[config.mk]
export PLATFORM = sky130hd
export DESIGN_NAME = dac_lookup
export DESIGN_NICKNAME = d
export VERILOG_FILES = /design/src/rtl/dac_pkg.sv /design/src/rtl/dac_lookup.sv
export SDC_FILE = /design/constraint.sdc
export NUM_CORES = 1
export LEC_CHECK = 0
export BUFFER_PORTS_ARGS = -buffer_cell sky130_fd_sc_hd__buf_2
export CORE_AREA = 2 2 75 77
export DETAILED_ROUTE_END_ITERATION = 7
export DIE_AREA = 0 0 77 79
export PLACE_DENSITY = 0.7
export SETUP_SLACK_MARGIN = 0.3
export SYNTH_ARGS = -nofsm -noshare
export SYNTH_HDL_FRONTEND = slang
export SYNTH_SLANG_ARGS = --single-unit
export TNS_END_PERCENT = 10
[constraint.sdc]
create_clock -name vclk -period 3.46
set_input_delay 0.346 -clock vclk [all_inputs]
set_output_delay 0.346 -clock vclk [all_outputs]
set_load 0.02 [all_outputs]
[src/rtl/dac_pkg.sv]
`timescale 1ns/1ps
package dac_pkg;
    localparam int DOM_W    = 2;
    localparam int N_DOM    = 1 << DOM_W;
    localparam int PERM_W   = 2;
    localparam int POL_W    = N_DOM * PERM_W;
    localparam int REG_W    = 32;
    localparam int LOCK_POS = 31;
    localparam int SEM_POS  = 30;
    // bit positions inside one permission field
    localparam int P_WRITE  = 0;
    localparam int P_READ   = 1;

    typedef logic [DOM_W-1:0] dom_t;

    typedef struct packed {
        logic lock;
        dom_t dom;
    } mst_ent_t;

    typedef struct packed {
        logic             lock;
        logic             sem;
        logic [POL_W-1:0] perm;
    } pol_ent_t;

    localparam pol_ent_t POL_RST = '{lock: 1'b0, sem: 1'b0, perm: {POL_W{1'b1}}};
endpackage

[src/rtl/dac_lookup.sv]
`timescale 1ns/1ps
module dac_lookup
    import dac_pkg::*;
#(
    parameter int N_MASTERS = 8,
    parameter int N_PERIPH  = 16,
    localparam int MID_W  = $clog2(N_MASTERS),
    localparam int PIDX_W = $clog2(N_PERIPH)
) (
    input  mst_ent_t [N_MASTERS-1:0] mst_tab,
    input  pol_ent_t [N_PERIPH-1:0]  pol_tab,
    input  logic [MID_W-1:0]         mid,
    input  logic [PIDX_W-1:0]        pidx,
    input  logic                     is_write,
    output logic                     allow,
    output logic                     sem_req
);
    dom_t              dom;
    pol_ent_t          pol;
    logic [PERM_W-1:0] perm;
    logic              in_range;
    logic              unused_locks;

    always_comb begin
        in_range = (int'(mid) < N_MASTERS) && (int'(pidx) < N_PERIPH);
        dom      = in_range ? mst_tab[mid].dom : '0;
        pol      = in_range ? pol_tab[pidx] : '0;
        perm     = pol.perm[int'(dom)*PERM_W +: PERM_W];
        allow    = in_range && (is_write ? perm[P_WRITE] : perm[P_READ]);
        sem_req  = pol.sem;
        unused_locks = pol.lock;
        for (int i = 0; i < N_MASTERS; i++) begin
            unused_locks = unused_locks ^ mst_tab[i].lock;
        end
    end
endmodule

==> reports/metrics.csv, run 1 <==
stage;metric;value;unit
run_status;status;finished, final reports clean;
die;die_h;79;um
layout;num_antenna_cells;0;
layout;flops_and_latches;0;
place;dp_hpwl;4.585;mm
route;vias;1673;
die;io_pins;194;
power_and_ir_drop;max-vdd-ir-drop;0.06704;mV
timing;setup_ws;0.5975;ns
timing;rsz0062_at_grt;no;
synthesis;synth_top_area_share;67.05;%
synthesis;synth.distinct_cells;22;
die;num_rows;27;
global_route;grt_first_pass_wirelength;7.976;mm
place;place_ws;0.5430;ns
layout;layout-drive-gt1-share;81.99;%
setup_path;crit_path_end_kind;output port;
cts;postCtsSetupRepairBufs;0;
timing;slew-limit-headroom;62.96;%
global_route;grt_max_degree;28;
timing;tns;0;ns
power_and_ir_drop;p_leak;1.042;nW
timing;fmax;349.3;MHz
synthesis;syn_avg_cell_area;13.23;um^2
power_and_ir_drop;clockPowerShare;0;%
power_and_ir_drop;p_sw;0.0001019;W
synthesis;synth_fp_nets;291;
global_route;grt-ovfl-total;0;
cts;cts_resized;0;
synthesis;yosys-top-cells-count;mux4_2, nand3_1, nand2_1;
synthesis;syn-cell-area;0.001310;mm^2
die;die_w;77;um
global_route;grt_pass1_vias;1716;
place;port_buffers;170;
power_and_ir_drop;power.density;121.8;mW/mm^2
die;initial_core_util;24.54;%
job;drv_cap;0;
setup_path;arrival;2.52;ns
route;wire_per_inst;15.26;um
timing;period_share;82.73;%
synthesis;synth-seq-area-share;0;%
setup_path;worstSetupPathType;input pin to output port;
layout;finalNetCount;455;
route;drtAntennaViolNets;0;
synthesis;ys_top_cells_by_area;mux4_2, nand3_1, a22oi_1, mux4_1, nand2_1;
timing;finalCriticalPeriod;2.863;ns
global_route;grtUsageTotal;16.05;%
synthesis;yosysWarnings;0;
power_and_ir_drop;combPwrFrac;100.0;%
route;drc;0;
place;gp_congestion;0.7392;
route;first_pass_iters;4;
power_and_ir_drop;seqPwrFrac;0;%
layout;clock_buffers;0;
power_and_ir_drop;swShare;38.22;%
power_and_ir_drop;internal_power;0.0001647;W
setup_path;cp_max_fo;17;
timing;slew_viol_final;0;
global_route;antenna_found_initial;0;
die;die_area;0.006083;mm^2
timing;finalSetupViolCount;0;
layout;register_area;0;um^2
setup_path;crit_path_start_kind;input pin;
route;routed_wl;5.082;mm
synthesis;yosysMostFrequentCell;mux4_2;
synthesis;synth_cells;99;
die;core_area;0.005338;mm^2
route;drt_iter0_drc;36;
layout;syn_to_final_growth;67.05;%
setup_path;crit_required;3.11;ns
synthesis;yosys.area.top_type;mux4_2;
timing;finalHoldViolCount;0;
route;vias_per_cell;5.024;
cts;hold_buffers;0;
timing;max_slew.worst_pin.slew;0.5555;ns
worst_hold_path;min_path_type;input pin to output port;
==> worst max-delay path: stages <==
cell and delay (ns):
buf_2 0.40, buf_4 0.36, mux4_2 0.53, nand3_1 0.10, nand3_1 0.12, a2111oi_2 0.38
nor4_1 0.10, buf_2 0.18
==> cell type report <==
class                           instances  area [um^2]
Timing Repair Buffer                  172        865.8
Multi-Input combinational cell         88         1229
Fill cell                             549         3149
Tap cell                               72        90.09
Inverter                                1        3.754
==> path summary, 6_finish.rpt <==
check,cells past startpoint,start,end,slack [ns]
max,8,pidx[0],allow,0.60
min,4,is_write,allow,1.28
==> stage by stage <==
step                      cells  hold WS [ns]   power, W  area (um^2)  util (%)
final                       333         1.281  0.0002666         2188     41.00
after global routing        333         1.332  0.0002939         2188     41.00
after CTS                   333         1.272  0.0002710         2188     41.00
after floorplan              99         1.011  0.0001540         1310         -
after detailed placement    333         1.273  0.0002701         2188     41.00
after global placement      333         1.216  0.0002656         2188     41.00
==> cell usage in the layout, fill, tap and decap left out, types with 2 or more instances in the layout <==
cell type / n
buf_2: 170
mux4_1: 2
a211oi_1: 2
a22oi_1: 7
nand3_1: 12
a31oi_1: 4
mux4_2: 39
nor2b_1: 4
nor2_1: 2
nand2_1: 10
buf_4: 2
==> cells by family (layout without fill, tap and decap cells) <==
kind of cell	count (synthesis)	count (layout)	synth area share, %
AND/OR/NAND/NOR	29	29	10.41
buffers and inverters	11	173	6.208
AO/OA/AOI/OAI	16	16	9.837
multiplexers	43	43	73.54
==> power groups by stage <==
| stage | clock [W] | sequential, W | combinational, W |
|---|---|---|---|
| 2_1_floorplan | 0 | 0 | 0.000154 |
| 3_3_place_gp | 0 | 0 | 0.000266 |
| 3_5_place_dp | 0 | 0 | 0.000270 |
| 4_1_cts | 0 | 0 | 0.000271 |
| 5_1_grt | 0 | 0 | 0.000294 |
| 6_report | 0 | 0 | 0.000267 |
==> layer usage <==
| metal | global-route usage [%] | vias to the layer above | share of wire, % |
|---|---|---|---|
| li1 | - | 789 | - |
| met1 | 20.81 | 782 | 38 |
| met2 | 29.74 | 102 | 52 |
| met3 | 2.955 | 0 | 10 |
| met4 | 0.1786 | 0 | 0 |
| met5 | 0 | - | 0 |
Note: power is estimated with default switching activity, not from simulation.
==> run 2, diff against run 1 <==
--- a/config.mk
+++ b/config.mk
@@ -6,10 +6,10 @@
 export NUM_CORES = 1
 export LEC_CHECK = 0
 export BUFFER_PORTS_ARGS = -buffer_cell sky130_fd_sc_hd__buf_2
-export CORE_AREA = 2 2 75 77
+export CORE_AREA = 2 2 76 78
 export DETAILED_ROUTE_END_ITERATION = 7
-export DIE_AREA = 0 0 77 79
-export PLACE_DENSITY = 0.7
+export DIE_AREA = 0 0 78 80
+export PLACE_DENSITY = 0.71
 export SETUP_SLACK_MARGIN = 0.3
 export SYNTH_ARGS = -nofsm -noshare
 export SYNTH_HDL_FRONTEND = slang
==> constraint.sdc (replaced) <==
create_clock -name vclk -period 2.4
set_input_delay 0.24 -clock vclk [all_inputs]
set_output_delay 0.24 -clock vclk [all_outputs]
set_load 0.02 [all_outputs]
==> run 2 against run 1 <==
Via count is 2.7% higher. Combinational power is 73% higher. Final cell count is 3.9% higher. Hold slack worse by 0.29 ns. Largest cell class unchanged. Non-clock buffer count is 13 higher. Die area is 2.6% higher. First-iteration DRC count is 39% higher. Utilization is 4.5 points higher. Highest routed layer unchanged. Count of clock-buffer cells in the layout stayed put.
==> reports/metrics.csv, run 2 (synthesis gave the netlist of run 1 again) <==
stage;metric;value;unit
setup_path;cp-startpoint;pidx[0];
layout;nFillCells;543;
timing;finalSetupViolCount;0;
die;io_pins;194;
timing;slew-limit-headroom;76.61;%
setup_path;cp_num_buf_inv;2;
cts;hold_buffers;0;
run_status;status;finished, final reports clean;
layout;flops_and_latches;0;
layout;num_antenna_cells;0;
timing;finalCriticalPeriod;2.167;ns
place;dp_cells;343;
die;initial_core_util;24.24;%
power_and_ir_drop;p_leak;1.148;nW
power_and_ir_drop;power.density;188.1;mW/mm^2
global_route;grtUsageTotal;16.95;%
setup_path;max_stage_delay;0.49;ns
timing;fmax;461.4;MHz
power_and_ir_drop;max-vdd-ir-drop;0.09502;mV
layout;layout_common_cells;buf_2, mux4_2, buf_4, nand3_1, nand2_1;
die;die_h;80;um
die;num_rows;27;
layout;finalNetCount;468;
place;port_buffers;170;
setup_path;crit_path_top_delay_cell;mux4_2;
setup_path;arrival;1.93;ns
global_route;grt-ovfl-total;0;
job;drv_cap;0;
layout;clock_buffers;0;
route;routed_wl;5.711;mm
setup_path;crit_path_start_kind;input pin;
place;gp_congestion;0.7625;
timing;period_share;90.31;%
timing;finalHoldViolCount;0;
setup_path;worstSetupPathType;input pin to output port;
layout;final_area;0.002461;mm^2
timing;slew_viol_final;0;
timing;rsz0062_at_grt;yes;
layout;instances_no_fill;346;
route;vias_per_cell;4.968;
setup_path;crit_path_end_kind;output port;
setup_path;crit_chain;buf_12 > mux4_2 > a22oi_1 > nand3_1 > a2111oi_4 > nor4_2 > buf_4;
global_route;grt_pass1_vias;1837;
route;vias;1719;
layout;syn_to_final_growth;87.87;%
die;core_area;0.005405;mm^2
route;wire_per_inst;16.51;um
setup_path;cp_max_fo;7;
die;die_area;0.006240;mm^2
die;die_w;78;um
setup_path;crit_required;2.16;ns
global_route;grt_max_degree;16;
timing;max_slew.worst_pin.slew;0.3496;ns
global_route;grt_first_pass_wirelength;8.514;mm
global_route;antenna_found_initial;0;
layout;register_area;0;um^2
place;placed_cell_area;0.002307;mm^2
setup_path;critPathTopFamily;compound AO/OA/AOI/OAI gates;
timing;tns;0;ns
worst_hold_path;min-delay-start;is_write;
route;drc;0;
route;drt_iter0_drc;50;
route;drtAntennaViolNets;0;
route;first_pass_iters;4;
worst_hold_path;min_path_type;input pin to output port;
layout;layout-drive-gt1-share;89.05;%
layout;layout_commonest_cell;buf_2;
place;dp_hpwl;5.042;mm
## run 2: changes by cell type in the layout (fill, tap and decap cells not counted), moves of 3 or more
cell	change
buf_4	+8
buf_12	+5
a22oi_1	-3
a22oi_2	+3
nand3_1	-3
nand3_2	+3
## run 2: final cells by class
class,count,area [um^2],area share [%]
multi-input cells,88,1325,53.84
repair buffers,185,1042,42.35
well taps,72,90.09,3.660
inverters,1,3.754,0.1525
## run 2: worst paths after layout
kind                 to  slack (ns)  cells after the start
hold / removal    allow        0.99                      4
setup / recovery  allow        0.23                      7
## run 2: metal layers
| layer | GRT usage [%] | vias up | wire length [um] |
|---|---|---|---|
| met3 | 1.584 | 0 | 383 |
| met2 | 33.62 | 90 | 3072 |
| met4 | 0 | 0 | 0 |
| met1 | 21.04 | 818 | 2256 |
| li1 | - | 811 | - |
| met5 | 0 | - | 0 |
## run 2: metrics by stage
| stage | total power, W | hold WS, ns | setup slack [ns] | utilization, % |
|---|---|---|---|---|
| after CTS | 0.0004471 | 1.014 | 0.2027 | 44.38 |
| after detailed placement | 0.0004211 | 0.9980 | -0.09969 | 42.69 |
| after global routing | 0.0004984 | 1.026 | 0.1636 | 45.53 |
| after floorplan | 0.0002247 | 0.8211 | 0.3704 | - |
| after global placement | 0.0004117 | 0.9640 | -0.04125 | 42.69 |
| final | 0.0004628 | 0.9936 | 0.2326 | 45.53 |
## run 2: report_power, final
part           internal, W  total (W)  switching (W)
logic             0.000284   0.000463       0.000179
clock network            0          0              0
registers                0          0              0
total             0.000284   0.000463       0.000179
## run 2: worst min-delay path, cell delays in order
cell and delay, ns:
buf_2 0.12, a2111oi_4 0.06, nor4_2 0.15, buf_4 0.18
## run 2: timing repair
item | CTS | global route
setup buffers | 3 | 0
pin swaps | 3 | 4
resized for setup | 16 | 14
endpoints found under the setup margin | 2 | 2
==> run 3, diff against run 2 <==
--- a/config.mk
+++ b/config.mk
@@ -10,7 +10,9 @@
 export DETAILED_ROUTE_END_ITERATION = 7
 export DIE_AREA = 0 0 78 80
 export PLACE_DENSITY = 0.71
+export RECOVER_POWER = 25
 export SETUP_SLACK_MARGIN = 0.3
+export SKIP_LAST_GASP = 1
 export SYNTH_ARGS = -nofsm -noshare
 export SYNTH_HDL_FRONTEND = slang
 export SYNTH_SLANG_ARGS = --single-unit
==> run 3 against run 2 <==
Sequential cell count stayed put. Non-clock buffer count stayed put. Combinational power hardly changed. Count of clock-buffer cells in the layout stayed put. Critical path depth stayed put. Worst setup slack stayed put. Utilization hardly changed. First-iteration DRC count stayed put. Via count stayed put. Fmax stayed put. Largest power group unchanged.
==> reports/metrics.csv, run 3 (synthesis gave the netlist of run 1 again) <==
stage;metric;value;unit
run_status;status;finished, final reports clean;
global_route;antenna_found_initial;0;
layout;layout-drive-gt1-share;88.69;%
layout;layout_commonest_cell;buf_2;
die;initial_core_util;24.24;%
route;routed_wl;5.713;mm
die;die_h;80;um
layout;clock_buffers;0;
place;dp_hpwl;5.042;mm
die;io_pins;194;
worst_hold_path;min-delay-start;is_write;
route;vias_per_cell;4.968;
setup_path;crit_path_end_kind;output port;
cts;hold_buffers;0;
place;port_buffers;170;
timing;slew_viol_final;0;
setup_path;worstSetupPathType;input pin to output port;
worst_hold_path;holdPathStages;4;
setup_path;crit_path_start_kind;input pin;
timing;finalCriticalPeriod;2.167;ns
timing;finalSetupViolCount;0;
job;drv_cap;0;
place;gp_congestion;0.7625;
global_route;grtUsageTotal;16.95;%
route;first_pass_iters;4;
route;drc;0;
power_and_ir_drop;power.density;187.9;mW/mm^2
setup_path;arrival;1.93;ns
power_and_ir_drop;p_leak;1.146;nW
timing;max_slew.worst_pin.slew;0.3496;ns
route;drt_iter0_drc;50;
global_route;grt_first_pass_wirelength;8.514;mm
worst_hold_path;min_path_type;input pin to output port;
layout;finalNetCount;468;
timing;slew-limit-headroom;76.61;%
die;num_rows;27;
setup_path;crit_required;2.16;ns
global_route;grt_pass1_vias;1837;
layout;num_antenna_cells;0;
layout;nFillCells;544;
timing;period_share;90.31;%
timing;hold_ws;0.9936;ns
layout;flops_and_latches;0;
layout;multi_input_area;0.001325;mm^2
die;die_area;0.006240;mm^2
worst_hold_path;min_to;allow;
die;core_area;0.005405;mm^2
layout;register_area;0;um^2
timing;rsz0062_at_grt;yes;
timing;setup_ws;0.2326;ns
global_route;grt_max_degree;16;
timing;fmax;461.4;MHz
route;drtAntennaViolNets;0;
setup_path;cp_max_fo;7;
global_route;grt-ovfl-total;0;
route;wire_per_inst;16.51;um
die;die_w;78;um
power_and_ir_drop;max-vdd-ir-drop;0.09500;mV
layout;syn_to_final_growth;87.77;%
route;vias;1719;
place;place_ws;-0.09969;ns
layout;layout_common_cells;buf_2, mux4_2, buf_4, nand3_1, nand2_1;
timing;finalHoldViolCount;0;
## run 3: cell count changes in the layout (fill, tap and decap cells not counted)
cell and change:
buf_2 -1, clkbuf_1 +1
## run 3: timing repair
| item | CTS | global route |
|---|---|---|
| buffers inserted | 3 | 0 |
| pin swaps | 3 | 4 |
| gates resized for setup | 16 | 14 |
| endpoints found under the setup margin | 2 | 2 |
## run 3: where the power goes
group	switching, W	total (W)	leakage, nW	internal [W]
clock network	0	0	0	0
logic	0.000179	0.000462	1.15	0.000283
registers	0	0	0	0
total	0.000179	0.000462	1.15	0.000283
## run 3: routing by layer
metal  wire [um]  GRT usage, %  share of wire, %
met1        2257         21.04                40
met2        3072         33.62                54
met3         383         1.584               6.7
met4           0             0                 0
met5           0             0                 0
## run 3: final cells by class
type,instances,share of cell area (%)
tap,72,3.662
timing repair buffer,185,42.32
multi-input combinational,88,53.87
inverter,1,0.1526
## run 3: critical path, stage by stage
cell and delay, ns:
buf_12 0.11, mux4_2 0.49, a22oi_1 0.25, nand3_1 0.17
a2111oi_4 0.39, nor4_2 0.09, buf_4 0.17
## run 3: worst max path at each step
stage | from | endpoint | slack (ns) | cells after the start
after floorplan | pidx[0] | allow | 0.37 | 7
after global placement | pidx[0] | allow | -0.04 | 8
after detailed placement | pidx[0] | allow | -0.1 | 9
after CTS | pidx[0] | allow | 0.20 | 9
after global routing | pidx[2] | allow | 0.16 | 8
final | pidx[0] | allow | 0.23 | 7
## run 3: per-stage QoR
stage / util (%) / cells / power, W / cell area, um^2 / setup TNS, ns
after global routing: 45.51 / 346 / 0.0004978 / 2460 / 0
after floorplan: - / 99 / 0.0002247 / 1316 / 0
after detailed placement: 42.69 / 343 / 0.0004211 / 2307 / -0.09969
after CTS: 44.38 / 346 / 0.0004471 / 2399 / 0
after global placement: 42.69 / 343 / 0.0004117 / 2307 / -0.04125
final: 45.51 / 346 / 0.0004622 / 2460 / 0
